[config.mk]
export PLATFORM = sky130hd
export DESIGN_NAME = flash_cmd_seq
export DESIGN_NICKNAME = d
export VERILOG_FILES = /design/src/rtl/fcs_pkg.sv /design/src/rtl/fcs_prescaler.sv /design/src/rtl/fcs_cmd_queue.sv /design/src/rtl/fcs_array_stub.sv /design/src/rtl/fcs_engine.sv /design/src/rtl/flash_cmd_seq.sv
export SDC_FILE = /design/constraint.sdc
export NUM_CORES = 2
export LEC_CHECK = 0
export BUFFER_PORTS_ARGS = -buffer_cell sky130_fd_sc_hd__buf_2
export CAP_MARGIN = 40
export CORE_AREA = 2 2 344 278
export CTS_BUF_LIST = sky130_fd_sc_hd__clkbuf_8
export DETAILED_ROUTE_END_ITERATION = 8
export DIE_AREA = 0 0 346 280
export PLACE_DENSITY_LB_ADDON = 0.05
export RECOVER_POWER = 25
export SYNTH_ARGS = -nofsm -noshare
export SYNTH_HDL_FRONTEND = slang
export SYNTH_SLANG_ARGS = --single-unit
[constraint.sdc]
create_clock -name clk -period 3 [get_ports clk]
set_input_delay 0.15 -clock clk [delete_from_list [all_inputs] [get_ports clk]]
set_output_delay 0.15 -clock clk [all_outputs]
set_load 0.01 [all_outputs]
[src/rtl/fcs_pkg.sv]
package fcs_pkg;

    typedef enum logic [2:0] {
        OP_NONE     = 3'd0,
        OP_PROG     = 3'd1,
        OP_ERASE    = 3'd2,
        OP_VERIFY   = 3'd3,
        OP_ABORT    = 3'd4,
        OP_COMPRESS = 3'd5,
        OP_RSV6     = 3'd6,
        OP_RSV7     = 3'd7
    } fcs_op_e;

    typedef enum logic [1:0] {
        ST_IDLE = 2'd0,
        ST_RAMP = 2'd1,
        ST_RUN  = 2'd2,
        ST_SCAN = 2'd3
    } fcs_state_e;

    localparam logic [2:0] SEL_DIV  = 3'd0;
    localparam logic [2:0] SEL_ADDR = 3'd1;
    localparam logic [2:0] SEL_DATA = 3'd2;
    localparam logic [2:0] SEL_CMD  = 3'd3;
    localparam logic [2:0] SEL_CTRL = 3'd4;
    localparam logic [2:0] SEL_IE   = 3'd5;

    function automatic logic op_legal(input logic [2:0] code);
        return (code >= 3'd1) && (code <= 3'd5);
    endfunction

    function automatic int max3(input int a, input int b, input int c);
        int m;
        m = (a > b) ? a : b;
        return (m > c) ? m : c;
    endfunction

endpackage

[src/rtl/fcs_prescaler.sv]
module fcs_prescaler #(
    parameter int DIVW = 8
) (
    input  logic            clk,
    input  logic            rst,
    input  logic            div_we,
    input  logic [DIVW-1:0] div_val,
    output logic            div_ok,
    output logic            tick
);
    logic [DIVW-1:0] div_q;
    logic [DIVW-1:0] pc;

    assign tick = div_ok && (pc == div_q);

    always_ff @(posedge clk) begin
        if (rst) begin
            div_q  <= '0;
            div_ok <= 1'b0;
            pc     <= '0;
        end else if (div_we) begin
            div_q  <= div_val;
            div_ok <= 1'b1;
            pc     <= '0;
        end else if (div_ok) begin
            pc <= tick ? '0 : pc + 1'b1;
        end
    end

    // with a divider above zero, two ticks never come on adjacent clocks
    p_tick_gap_r1: assert property (@(posedge clk) disable iff (rst)
        (tick && (div_q != '0) && !div_we) |=> !tick);

endmodule

[src/rtl/fcs_cmd_queue.sv]
module fcs_cmd_queue import fcs_pkg::*; #(
    parameter int AW = 6,
    parameter int DW = 16,
    localparam int CW = 3 + AW + DW
) (
    input  logic          clk,
    input  logic          rst,
    input  logic          reg_we,
    input  logic [2:0]    reg_sel,
    input  logic [DW-1:0] reg_wdata,
    input  logic          div_ok,
    input  logic          take,
    output logic          front_valid,
    output logic [CW-1:0] front_cmd,
    output logic          acc_err
);
    logic [2:0]    stg_op;
    logic [AW-1:0] stg_addr;
    logic [DW-1:0] stg_data;
    logic          launch, clr, accept, refuse;

    assign launch = reg_we && (reg_sel == SEL_CTRL) && reg_wdata[0];
    assign clr    = reg_we && (reg_sel == SEL_CTRL) && reg_wdata[1];
    assign accept = launch && !acc_err && !front_valid && div_ok && op_legal(stg_op);
    assign refuse = launch && !acc_err && !accept;

    always_ff @(posedge clk) begin
        if (rst) begin
            stg_op      <= '0;
            stg_addr    <= '0;
            stg_data    <= '0;
            front_valid <= 1'b0;
            front_cmd   <= '0;
            acc_err     <= 1'b0;
        end else begin
            if (reg_we && reg_sel == SEL_ADDR) stg_addr <= reg_wdata[AW-1:0];
            if (reg_we && reg_sel == SEL_DATA) stg_data <= reg_wdata;
            if (reg_we && reg_sel == SEL_CMD)  stg_op   <= reg_wdata[2:0];
            if (refuse)   acc_err <= 1'b1;
            else if (clr) acc_err <= 1'b0;
            if (accept) begin
                front_valid <= 1'b1;
                front_cmd   <= {stg_op, stg_addr, stg_data};
            end else if (take) begin
                front_valid <= 1'b0;
            end
        end
    end

    // the front slot only fills once the divider has been written
    p_fill_needs_div_r1: assert property (@(posedge clk) disable iff (rst)
        $rose(front_valid) |-> $past(div_ok));
    // a launch against an occupied slot raises the error flag
    p_full_launch_r3: assert property (@(posedge clk) disable iff (rst)
        (launch && front_valid && !acc_err) |=> acc_err);
    // the error flag holds until it is cleared
    p_err_sticky_r4: assert property (@(posedge clk) disable iff (rst)
        (acc_err && !clr) |=> acc_err);

endmodule

[src/rtl/fcs_array_stub.sv]
module fcs_array_stub #(
    parameter int AW = 6,
    parameter int DW = 16,
    parameter int ROW_BITS = 3,
    localparam int DEPTH = 1 << AW,
    localparam int ROWW = 1 << ROW_BITS
) (
    input  logic          clk,
    input  logic          rst,
    input  logic          commit_prog,
    input  logic          commit_erase,
    input  logic [AW-1:0] commit_addr,
    input  logic [DW-1:0] commit_data,
    input  logic [AW-1:0] rd_addr,
    output logic [DW-1:0] rd_data
);
    logic [DW-1:0] cells [DEPTH];

    assign rd_data = cells[rd_addr];

    always_ff @(posedge clk) begin
        if (rst) begin
            for (int i = 0; i < DEPTH; i++) cells[i] <= '1;
        end else if (commit_prog) begin
            cells[commit_addr] <= cells[commit_addr] & commit_data;
        end else if (commit_erase) begin
            for (int i = 0; i < ROWW; i++)
                cells[{commit_addr[AW-1:ROW_BITS], ROW_BITS'(i)}] <= '1;
        end
    end

    // the stub is never asked to program and erase at once
    p_one_commit_r5: assert property (@(posedge clk) disable iff (rst)
        !(commit_prog && commit_erase));

endmodule

[src/rtl/fcs_engine.sv]
module fcs_engine import fcs_pkg::*; #(
    parameter int AW = 6,
    parameter int DW = 16,
    parameter int ROW_BITS = 3,
    parameter int RAMP_TICKS = 2,
    parameter int PROG_TICKS = 3,
    parameter int ERASE_TICKS = 6,
    localparam int CW = 3 + AW + DW,
    localparam int ROWW = 1 << ROW_BITS,
    localparam int CNTW = $clog2(max3(RAMP_TICKS, PROG_TICKS, ERASE_TICKS) + 1) + 1
) (
    input  logic          clk,
    input  logic          rst,
    input  logic          tick,
    input  logic          front_valid,
    input  logic [CW-1:0] front_cmd,
    input  logic [DW-1:0] rd_data,
    output logic          take,
    output logic [AW-1:0] rd_addr,
    output logic          commit_prog,
    output logic          commit_erase,
    output logic [AW-1:0] commit_addr,
    output logic [DW-1:0] commit_data,
    output logic          idle,
    output logic          hv_en,
    output logic          pgm_strobe,
    output logic          ers_strobe,
    output logic          blank,
    output logic [DW-1:0] result
);
    typedef struct packed {
        fcs_op_e       op;
        logic [AW-1:0] addr;
        logic [DW-1:0] data;
    } cmd_t;

    cmd_t            fcmd, ecmd;
    fcs_state_e      st;
    logic [CNTW-1:0] cnt, dur;
    logic [ROW_BITS-1:0] idx;
    logic [DW-1:0]   cks, fold;
    logic            blk, is_erase, last_tick, abort_hit, chain, word_ones;

    assign fcmd      = cmd_t'(front_cmd);
    assign is_erase  = (ecmd.op == OP_ERASE);
    assign dur       = is_erase ? CNTW'(ERASE_TICKS) : CNTW'(PROG_TICKS);
    assign last_tick = (st == ST_RUN) && tick && (cnt == dur - 1'b1);
    assign abort_hit = ((st == ST_RAMP) || (st == ST_RUN)) && is_erase
                       && front_valid && (fcmd.op == OP_ABORT);
    assign chain     = last_tick && (ecmd.op == OP_PROG) && front_valid
                       && (fcmd.op == OP_PROG)
                       && (fcmd.addr[AW-1:ROW_BITS] == ecmd.addr[AW-1:ROW_BITS]);

    assign take         = ((st == ST_IDLE) && front_valid) || chain || abort_hit;
    assign commit_prog  = last_tick && (ecmd.op == OP_PROG);
    assign commit_erase = last_tick && is_erase && !abort_hit;
    assign commit_addr  = ecmd.addr;
    assign commit_data  = ecmd.data;
    assign rd_addr      = {ecmd.addr[AW-1:ROW_BITS], idx};
    assign word_ones    = (rd_data == {DW{1'b1}});
    assign fold         = {cks[DW-2:0], cks[DW-1]} ^ rd_data;

    assign idle       = (st == ST_IDLE);
    assign hv_en      = (st == ST_RAMP) || (st == ST_RUN);
    assign pgm_strobe = (st == ST_RUN) && (ecmd.op == OP_PROG);
    assign ers_strobe = (st == ST_RUN) && is_erase;

    always_ff @(posedge clk) begin
        if (rst) begin
            st     <= ST_IDLE;
            ecmd   <= '0;
            cnt    <= '0;
            idx    <= '0;
            cks    <= '0;
            blk    <= 1'b0;
            blank  <= 1'b0;
            result <= '0;
        end else begin
            unique case (st)
                ST_IDLE: if (front_valid) begin
                    ecmd <= fcmd;
                    cnt  <= '0;
                    idx  <= '0;
                    cks  <= '0;
                    blk  <= 1'b1;
                    case (fcmd.op)
                        OP_PROG, OP_ERASE:      st <= ST_RAMP;
                        OP_VERIFY, OP_COMPRESS: st <= ST_SCAN;
                        default:                st <= ST_IDLE;
                    endcase
                end
                ST_RAMP: begin
                    if (abort_hit) st <= ST_IDLE;
                    else if (tick) begin
                        if (cnt == CNTW'(RAMP_TICKS - 1)) begin
                            st  <= ST_RUN;
                            cnt <= '0;
                        end else begin
                            cnt <= cnt + 1'b1;
                        end
                    end
                end
                ST_RUN: begin
                    if (abort_hit) st <= ST_IDLE;
                    else if (last_tick) begin
                        if (chain) begin
                            ecmd <= fcmd;
                            cnt  <= '0;
                        end else begin
                            st <= ST_IDLE;
                        end
                    end else if (tick) begin
                        cnt <= cnt + 1'b1;
                    end
                end
                ST_SCAN: begin
                    cks <= fold;
                    blk <= blk && word_ones;
                    if (idx == ROW_BITS'(ROWW - 1)) begin
                        st <= ST_IDLE;
                        if (ecmd.op == OP_VERIFY) blank  <= blk && word_ones;
                        else                      result <= fold;
                    end else begin
                        idx <= idx + 1'b1;
                    end
                end
            endcase
        end
    end

    // the two operation strobes never overlap
    p_strobe_excl_r5: assert property (@(posedge clk) disable iff (rst)
        !(pgm_strobe && ers_strobe));
    // a strobe is only active under high voltage
    p_strobe_needs_hv_r5: assert property (@(posedge clk) disable iff (rst)
        (pgm_strobe || ers_strobe) |-> hv_en);
    // high voltage starts with a ramp, never directly with a strobe
    p_ramp_first_r5: assert property (@(posedge clk) disable iff (rst)
        $rose(hv_en) |-> (!pgm_strobe && !ers_strobe));
    // a same-row chain keeps high voltage and the program strobe on
    p_chain_keeps_hv_r6: assert property (@(posedge clk) disable iff (rst)
        chain |=> (hv_en && pgm_strobe));
    // an abort against a running erase drops high voltage next clock
    p_abort_drops_hv_r8: assert property (@(posedge clk) disable iff (rst)
        abort_hit |=> !hv_en);

endmodule

[src/rtl/flash_cmd_seq.sv]
module flash_cmd_seq import fcs_pkg::*; #(
    parameter int AW = 6,
    parameter int DW = 16,
    parameter int ROW_BITS = 3,
    parameter int DIVW = 8,
    parameter int RAMP_TICKS = 2,
    parameter int PROG_TICKS = 3,
    parameter int ERASE_TICKS = 6
) (
    input  logic          clk,
    input  logic          rst,
    input  logic          reg_we,
    input  logic [2:0]    reg_sel,
    input  logic [DW-1:0] reg_wdata,
    output logic          buf_empty,
    output logic          cmd_done,
    output logic          acc_err,
    output logic          blank,
    output logic [DW-1:0] result,
    output logic          hv_en,
    output logic          pgm_strobe,
    output logic          ers_strobe,
    output logic          irq_empty,
    output logic          irq_done
);
    localparam int CW = 3 + AW + DW;

    logic          div_ok, tick, front_valid, take, eng_idle;
    logic [CW-1:0] front_cmd;
    logic [AW-1:0] rd_addr, commit_addr;
    logic [DW-1:0] rd_data, commit_data;
    logic          commit_prog, commit_erase;
    logic          ie_empty, ie_done;

    fcs_prescaler #(.DIVW(DIVW)) u_pre (
        .clk(clk), .rst(rst),
        .div_we(reg_we && reg_sel == SEL_DIV),
        .div_val(reg_wdata[DIVW-1:0]),
        .div_ok(div_ok), .tick(tick)
    );

    fcs_cmd_queue #(.AW(AW), .DW(DW)) u_q (
        .clk(clk), .rst(rst),
        .reg_we(reg_we), .reg_sel(reg_sel), .reg_wdata(reg_wdata),
        .div_ok(div_ok), .take(take),
        .front_valid(front_valid), .front_cmd(front_cmd), .acc_err(acc_err)
    );

    fcs_engine #(
        .AW(AW), .DW(DW), .ROW_BITS(ROW_BITS),
        .RAMP_TICKS(RAMP_TICKS), .PROG_TICKS(PROG_TICKS), .ERASE_TICKS(ERASE_TICKS)
    ) u_eng (
        .clk(clk), .rst(rst), .tick(tick),
        .front_valid(front_valid), .front_cmd(front_cmd), .rd_data(rd_data),
        .take(take), .rd_addr(rd_addr),
        .commit_prog(commit_prog), .commit_erase(commit_erase),
        .commit_addr(commit_addr), .commit_data(commit_data),
        .idle(eng_idle), .hv_en(hv_en),
        .pgm_strobe(pgm_strobe), .ers_strobe(ers_strobe),
        .blank(blank), .result(result)
    );

    fcs_array_stub #(.AW(AW), .DW(DW), .ROW_BITS(ROW_BITS)) u_arr (
        .clk(clk), .rst(rst),
        .commit_prog(commit_prog), .commit_erase(commit_erase),
        .commit_addr(commit_addr), .commit_data(commit_data),
        .rd_addr(rd_addr), .rd_data(rd_data)
    );

    always_ff @(posedge clk) begin
        if (rst) begin
            ie_empty <= 1'b0;
            ie_done  <= 1'b0;
        end else if (reg_we && reg_sel == SEL_IE) begin
            ie_empty <= reg_wdata[0];
            ie_done  <= reg_wdata[1];
        end
    end

    assign buf_empty = !front_valid;
    assign cmd_done  = !front_valid && eng_idle;
    assign irq_empty = buf_empty && ie_empty;
    assign irq_done  = cmd_done && ie_done;

    // an interrupt never fires without its flag
    p_irq_gate_r12: assert property (@(posedge clk) disable iff (rst)
        (irq_empty |-> buf_empty) and (irq_done |-> cmd_done));
    // completion implies an empty slot and no high voltage
    p_done_quiet_r11: assert property (@(posedge clk) disable iff (rst)
        cmd_done |-> (buf_empty && !hv_en && !pgm_strobe && !ers_strobe));

endmodule

**Word-level counts from Yosys, hierarchy flattened**

Memories as Yosys holds them, arrays and structs flattened. A register that Yosys moved wholly into a read port is not among the register bits.
Cells that the tools add are included.

- Output and inout port bits: 25
- Input bits: 22
- Memories: 1
- Flip-flop bits (word level): 139
- RAM bits: 1024

- Equal/unequal tests: 36
- Reduce and logical (&&, ||, !) cells: 66
- Muxes and demuxes: 75
- $lt $le $gt $ge: 2
- Bitwise operators: 3
- $add $sub $neg: 4

Memories:

| name | words | bits a word | rd ports | clocked after memory_dff | write ports | line | RTL |
|---|---|---|---|---|---|---|---|
| u_arr.cells | 64 | 16 | 2 | 1 | 64 | fcs_array_stub.sv:17 | `logic [DW-1:0] cells [DEPTH];` |

Operators by type and width:

| kind | number |
|---|---|
| $mux 16 | 10 |
| $reduce_or 16->1 | 9 |
| $mux 25 | 4 |
| $mux 6 | 11 |
| $pmux 25 s2 | 1 |
| $logic_and 1x1->1 | 33 |
| $mux 4 | 8 |
| $pmux 16 s2 | 1 |
| $mux 1 | 23 |
| $eq 3x2->1 const B | 6 |
| $and 16x16->16 | 1 |
| $eq 16x16->1 const B | 1 |
| $mux 2 | 8 |
| $xor 16x16->16 | 1 |
| $eq 3x3->1 const B | 5 |
| $pmux 4 s3 | 1 |
| $ne 2x1->1 const B | 5 |
| $eq 3x1->1 const B | 3 |
| $mux 3 | 3 |
| $ne 3x1->1 const B | 3 |
| $reduce_and 3->1 | 3 |
| $add 8x1->8 const B | 1 |
| $eq 8x8->1 | 1 |
| $mux 8 | 1 |
| other kinds (29) | 43 |

**Depth between registers and ports, before layout**

- Depth in word-level cells: 15
- Depth in mapped cells: 13
- Gate-level depth less buffers: 9

**Hierarchy**

From an unflattened synthesis, not the netlist that was laid out.

- Cell total of the unflattened synthesis: 6833
- Area total of the unflattened synthesis: 61849.3 sq um

Modules (own cells, without submodules):

| module | area each (sq um) | times used | cells an instance |
|---|---|---|---|
| fcs_array_stub | 55542.0 | 1 | 6155 |
| fcs_engine | 3263.1 | 1 | 361 |
| fcs_cmd_queue | 2155.8 | 1 | 223 |
| fcs_prescaler | 762.0 | 1 | 80 |
| flash_cmd_seq | 126.4 | 1 | 14 |

**Least setup slack after synthesis**

Ideal clock, no wire load.

- Path type: reg2reg
- Start point: reg (tool-made name)
- End point: mem u_arr.cells[27][1]
- Data required time: 2.871 ns
- Period minus slack after synthesis: 3.250 ns
- Path buffers: 4
- Library setup time: 0.129 ns
- Cell stages (with the launch flop): 10
- Arrival time: 3.122 ns
- Setup slack: -0.250 ns
- Cell sequence: dfxtp_1 > clkbuf_1 > clkbuf_1 > buf_1 > mux4_2 > mux4_2 > mux4_2 > nand2_1 > buf_2 > a21oi_1

RTL lines:

| what | line |
|---|---|
| to (decl) | fcs_array_stub.sv:17 |

**Worst setup path in the final report**

- Start point: reg u_eng.idx[0]
- End point: reg u_eng.blank

- Longest elaborated chain between the ends: 3
- Elaborated cells between the ends (all ways): 5
- Those cells by class: eq/ne (2); reduce/logical (2); memory (1)

RTL lines:

| what | line | RTL |
|---|---|---|
| from (decl) | fcs_engine.sv:40 | `logic [ROW_BITS-1:0] idx;` |
| from (signal assigned) | fcs_engine.sv:124 | `idx <= idx + 1'b1;` |
| $mem_v2 64x16 | n/a |  |
| $eq 16x16->1 | fcs_engine.sv:60 | `assign word_ones = (rd_data == {DW{1'b1}});` |
| $logic_and 1x1->1 | fcs_engine.sv:121 | `if (ecmd.op == OP_VERIFY) blank <= blk && word_ones;` |
| to (signal assigned) | fcs_engine.sv:121 |  |
| to (decl) | fcs_engine.sv:28 | `output logic blank,` |

Parallel ways exist; a longest one is shown, timed or not.
A chain may end at the register's enable or synchronous reset.

==> flow_summary.toml <==
[outcome]
run_status = "finished, violations left"
failed_checks = "setup timing"

[die]
io-pin-count = 47
vertical_extent_of_the_die_um = 280
fp.dieW_um = 346
core_region_area_sq_um = 93800
start_util_pct = 58.2
dieArea_sq_um = 96900
rows = 101

[logic_synthesis]
mappedNetlistNets = 5231
synth.ff_latch_count = 1169
async_reset_ff_share_pct = 0
synthCells = 5200
synth-edff-count = 0
postSynthAreaPerCell_sq_um = 10.5
synth_cell_types = 79
synth.yosys.seq_area_share_pct = 42.9
synth_flop_cell = "sky130_fd_sc_hd__dfxtp_1"
synthesis.yosys.warnings = 0
syn-cell-area_sq_um = 54600

[sta]
final_hold_viol_count = 0
max_freq_mhz = 298
fin_worst_hold_slack_ps = 65.2
timing.clock.skew_ps = 43.5
fin_ws_ps = -361
timing.setup.tns_ps = -252910
unrepaired_setup_endpoints_after_global_routing = "true"
worst_slew_margin_rel_pct = 28.5
finalCriticalPeriod_ps = 3360
final_min_period_over_clock_period_pct = 112
final_max_slew_viol_count = 0
worst_slew_pin_slew_ps = 1060
report.final.setup_viol = 1057

[detailed_routing]
route.detailed.drc = 0
drt-pass1-iter-count = 8
vias = 49700
wl_per_cell_um = 33.3
detail_route.iter0.violations = 8524
via_to_cell_ratio = 7.05
final_routed_wirelength_across_all_metal_layers_um = 235000
antenna_violating_nets_post_route = 0

[power]
irDropWorstVdd_v = 0.000426
sw_share_pct = 23.8
switchingPower_uw = 7360
share_of_total_power_in_sequential_cells_pct = 50.2
power_report.internal_total_uw = 23600
combinational_share_of_power_pct = 2.8
power-per-cell-area_nw_per_um2 = 457
static-leakage-power_uw = 0.0227
power.share.clock_pct = 47.0

[setup_path]
worstSetupEndpoint = "u_eng.blank$_SDFFE_PP0P_"
timing.rr.start = "u_eng.idx[0]$_SDFFE_PP0P_"
cp_slowest_cell = "sky130_fd_sc_hd__or4_1"
crit_path_start_kind = "flop"
reg2reg_depth = 12
cp_data_arrival_time_ps = 4190
critical_path.cell_chain = "buf_12 > buf_8 > buf_4 > nand2b_1 > buf_4 > o22ai_1 > o211ai_1 > o21ai_0 > buf_4 > or4_1 > or4_4 > o31ai_4"
startpoint_of_the_worst_setup_timing_path = "u_eng.idx[0]$_SDFFE_PP0P_"
setup_crit_path_kind = "flop to flop"
timing.critical_path.to_type = "flop"
endpoint_of_the_lowest_slack_register_to_register_path = "u_eng.blank$_SDFFE_PP0P_"
timing.critical_path.mode_cell = "sky130_fd_sc_hd__buf_4"
r2r_setup_slack_ps = -360
worst-endpoint-required_ps = 3830
cp_peak_stage_delay_ps = 510
timing.critical_path.fanout_max = 9

[place]
detailed_place.area_sq_um = 60900
gp_congestion = 1.10
detailed_place_hpwl_um = 155000
io_buffer_count = 46

[final_layout]
multi_input_comb_area_sq_um = 29500
layout.cell_area.non_filler_sq_um = 67800
finalNetCount = 5699
area.growth.synth_to_final_pct = 24.2
seq_area_sq_um = 23400
num-fill-cells = 6821
layout_cells_sized_above_1_pct = 29.0

[grt]
pin_count_of_the_biggest_net_entering_global_routing = 130
number_of_antenna_violations_at_the_first_check_in_global_routing = 19
gr-usage-all-layers_pct = 45.7
via_count_of_the_first_global_routing_pass = 45000
grt_pass1_wl_um = 321000
grt_overflow_total = 0

[clock_tree]
clock_net_sink_count = 1169
tritoncts = "yes"
worst_setup_hold_path_clk_slew_ps = 70
cts_made_buffers = 185
clk_latency_ps = 930
cts_max_level = 4
clockBufferDepth = 3
clk_root_buffer_cell = "sky130_fd_sc_hd__clkbuf_8"

[run]
drv_cap = 0

[min_path]
hold_path_class = "input port to flop"
## critical path, delay by kind of cell, from the launching register on
| family | cells | cell delay (ps) |
|---|---|---|
| buffers and inverters | 5 | 860 |
| DFF | 1 | 430 |
| and+or+nand+nor | 3 | 1140 |
| AOI/OAI and AO/OA | 4 | 830 |
## placed cells by master, fill, tap and decap left out, types with 21 or more instances in the layout
master and count:
sky130_fd_sc_hd__a22oi_1 48, sky130_fd_sc_hd__mux4_2 511, sky130_fd_sc_hd__o21ai_1 40, sky130_fd_sc_hd__buf_2 34, sky130_fd_sc_hd__clkbuf_8 246, sky130_fd_sc_hd__buf_12 186
sky130_fd_sc_hd__inv_1 60, sky130_fd_sc_hd__nand3_1 42, sky130_fd_sc_hd__nand2_1 124, sky130_fd_sc_hd__a2bb2oi_1 191, sky130_fd_sc_hd__nor2_1 690, sky130_fd_sc_hd__mux2i_1 207
sky130_fd_sc_hd__nor2b_1 21, sky130_fd_sc_hd__nor3_1 343, sky130_fd_sc_hd__clkbuf_16 23, sky130_fd_sc_hd__dfxtp_1 1161, sky130_fd_sc_hd__buf_16 25, sky130_fd_sc_hd__dlygate4sd3_1 54
sky130_fd_sc_hd__a21oi_1 882, sky130_fd_sc_hd__buf_4 430
## how the worst min path moves through the flow
| stage | to | startpoint | slack, ps | cells after the start |
|---|---|---|---|---|
| after global placement | u_q.stg_data[10]$_SDFFE_PP0P_ | reg_wdata[10] | 390 | 3 |
| after floorplan | u_q.stg_data[0]$_SDFFE_PP0P_ | reg_wdata[0] | 290 | 2 |
| after CTS | u_q.stg_data[7]$_SDFFE_PP0P_ | reg_wdata[7] | 4 | 4 |
| final | u_q.stg_data[9]$_SDFFE_PP0P_ | reg_wdata[9] | 70 | 4 |
| after global routing | u_q.stg_data[7]$_SDFFE_PP0P_ | reg_wdata[7] | 60 | 4 |
| after detailed placement | u_q.stg_data[10]$_SDFFE_PP0P_ | reg_wdata[10] | 390 | 3 |
## cells by family (layout without fill, tap and decap cells)
family          count (synthesis)  after routing  share of synthesized area, %
simple gates                 1378           1378                          11.2
flops                        1169           1169                          42.9
xor+xnor                       34             34                         0.545
mux                           745            745                          25.8
other cells                     0              5                             0
fa+ha+maj                       9              9                         0.206
buf+inv                       525           1136                          4.69
compound gates               1340           1340                          14.7
## layout make-up
class                   count  share of cell area (%)
multi-input cells        3506                    43.5
repair buffers            794                    13.8
clock inverters            84                   0.806
flip-flops and latches   1169                    34.6
diodes                      5                  0.0185
clock buffers             246                    4.99
well taps                1236                    2.28
inverters                  12                  0.0664
## registers in the layout, summed over array words and instances (netlist names), 2 cells and up, named ones only
register / flops
u_q.stg_op: 3
u_arr.cells: 1024
u_pre.pc: 8
u_eng.commit_addr: 6
u_q.front_cmd: 25
u_eng.idx: 3
u_eng.cks: 16
u_pre.div_q: 8
u_eng.cnt: 4
u_eng.st: 2
u_q.stg_data: 16
u_q.stg_addr: 6
u_eng.commit_data: 16
u_eng.result: 16
u_eng.ecmd: 3
## layer usage
layer	share of wire (%)	track usage, %	vias up
li1	-	-	20500
met2	40	63.2	4070
met5	0.076	0	-
met4	5.7	21.8	22
met1	37	62.9	24400
met3	17	17.7	754
## power by group through the flow
stage | Clock, uW | Sequential, uW | Combinational, uW
final | 14600 | 15500 | 861
after global routing | 15200 | 15500 | 868
after CTS | 14500 | 15500 | 825
after detailed placement | 0 | 15900 | 786
after global placement | 0 | 15900 | 782
after floorplan | 0 | 15900 | 384
## through the flow
| stage | setup slack [ps] | power [uW] | util, % | std cells |
|---|---|---|---|---|
| after floorplan | -3.71 | 16300 | - | 5200 |
| after global placement | -957 | 16700 | 65.0 | 6563 |
| after detailed placement | -655 | 16700 | 65.0 | 6565 |
| after global routing | -345 | 31600 | 72.3 | 7050 |
| final | -361 | 31000 | 72.3 | 7052 |
| after CTS | -256 | 30900 | 70.8 | 6979 |
## cell usage after synthesis (45+ instances only)
master / number / area, sq um
sky130_fd_sc_hd__o21ai_1: 45 / 225
sky130_fd_sc_hd__clkbuf_1: 251 / 942
sky130_fd_sc_hd__a2bb2oi_1: 194 / 1700
sky130_fd_sc_hd__nand3_1: 48 / 240
sky130_fd_sc_hd__nor3_1: 345 / 1730
sky130_fd_sc_hd__dfxtp_1: 1169 / 23400
sky130_fd_sc_hd__a22oi_1: 55 / 413
sky130_fd_sc_hd__mux4_2: 508 / 11400
sky130_fd_sc_hd__a21oi_1: 892 / 4460
sky130_fd_sc_hd__mux2i_1: 217 / 2170
sky130_fd_sc_hd__nor2_1: 709 / 2660
sky130_fd_sc_hd__buf_2: 193 / 966
sky130_fd_sc_hd__nand2_1: 143 / 537
## repair_timing
action	CTS	global route
hold endpoints to repair	193	0
endpoints found under the setup margin	1058	1057
hold buffers	54	0
cloned	5	26
setup buffers	29	42
pin swaps	21	12
gates resized for setup	126	81
(Power assumes the default switching activity.)
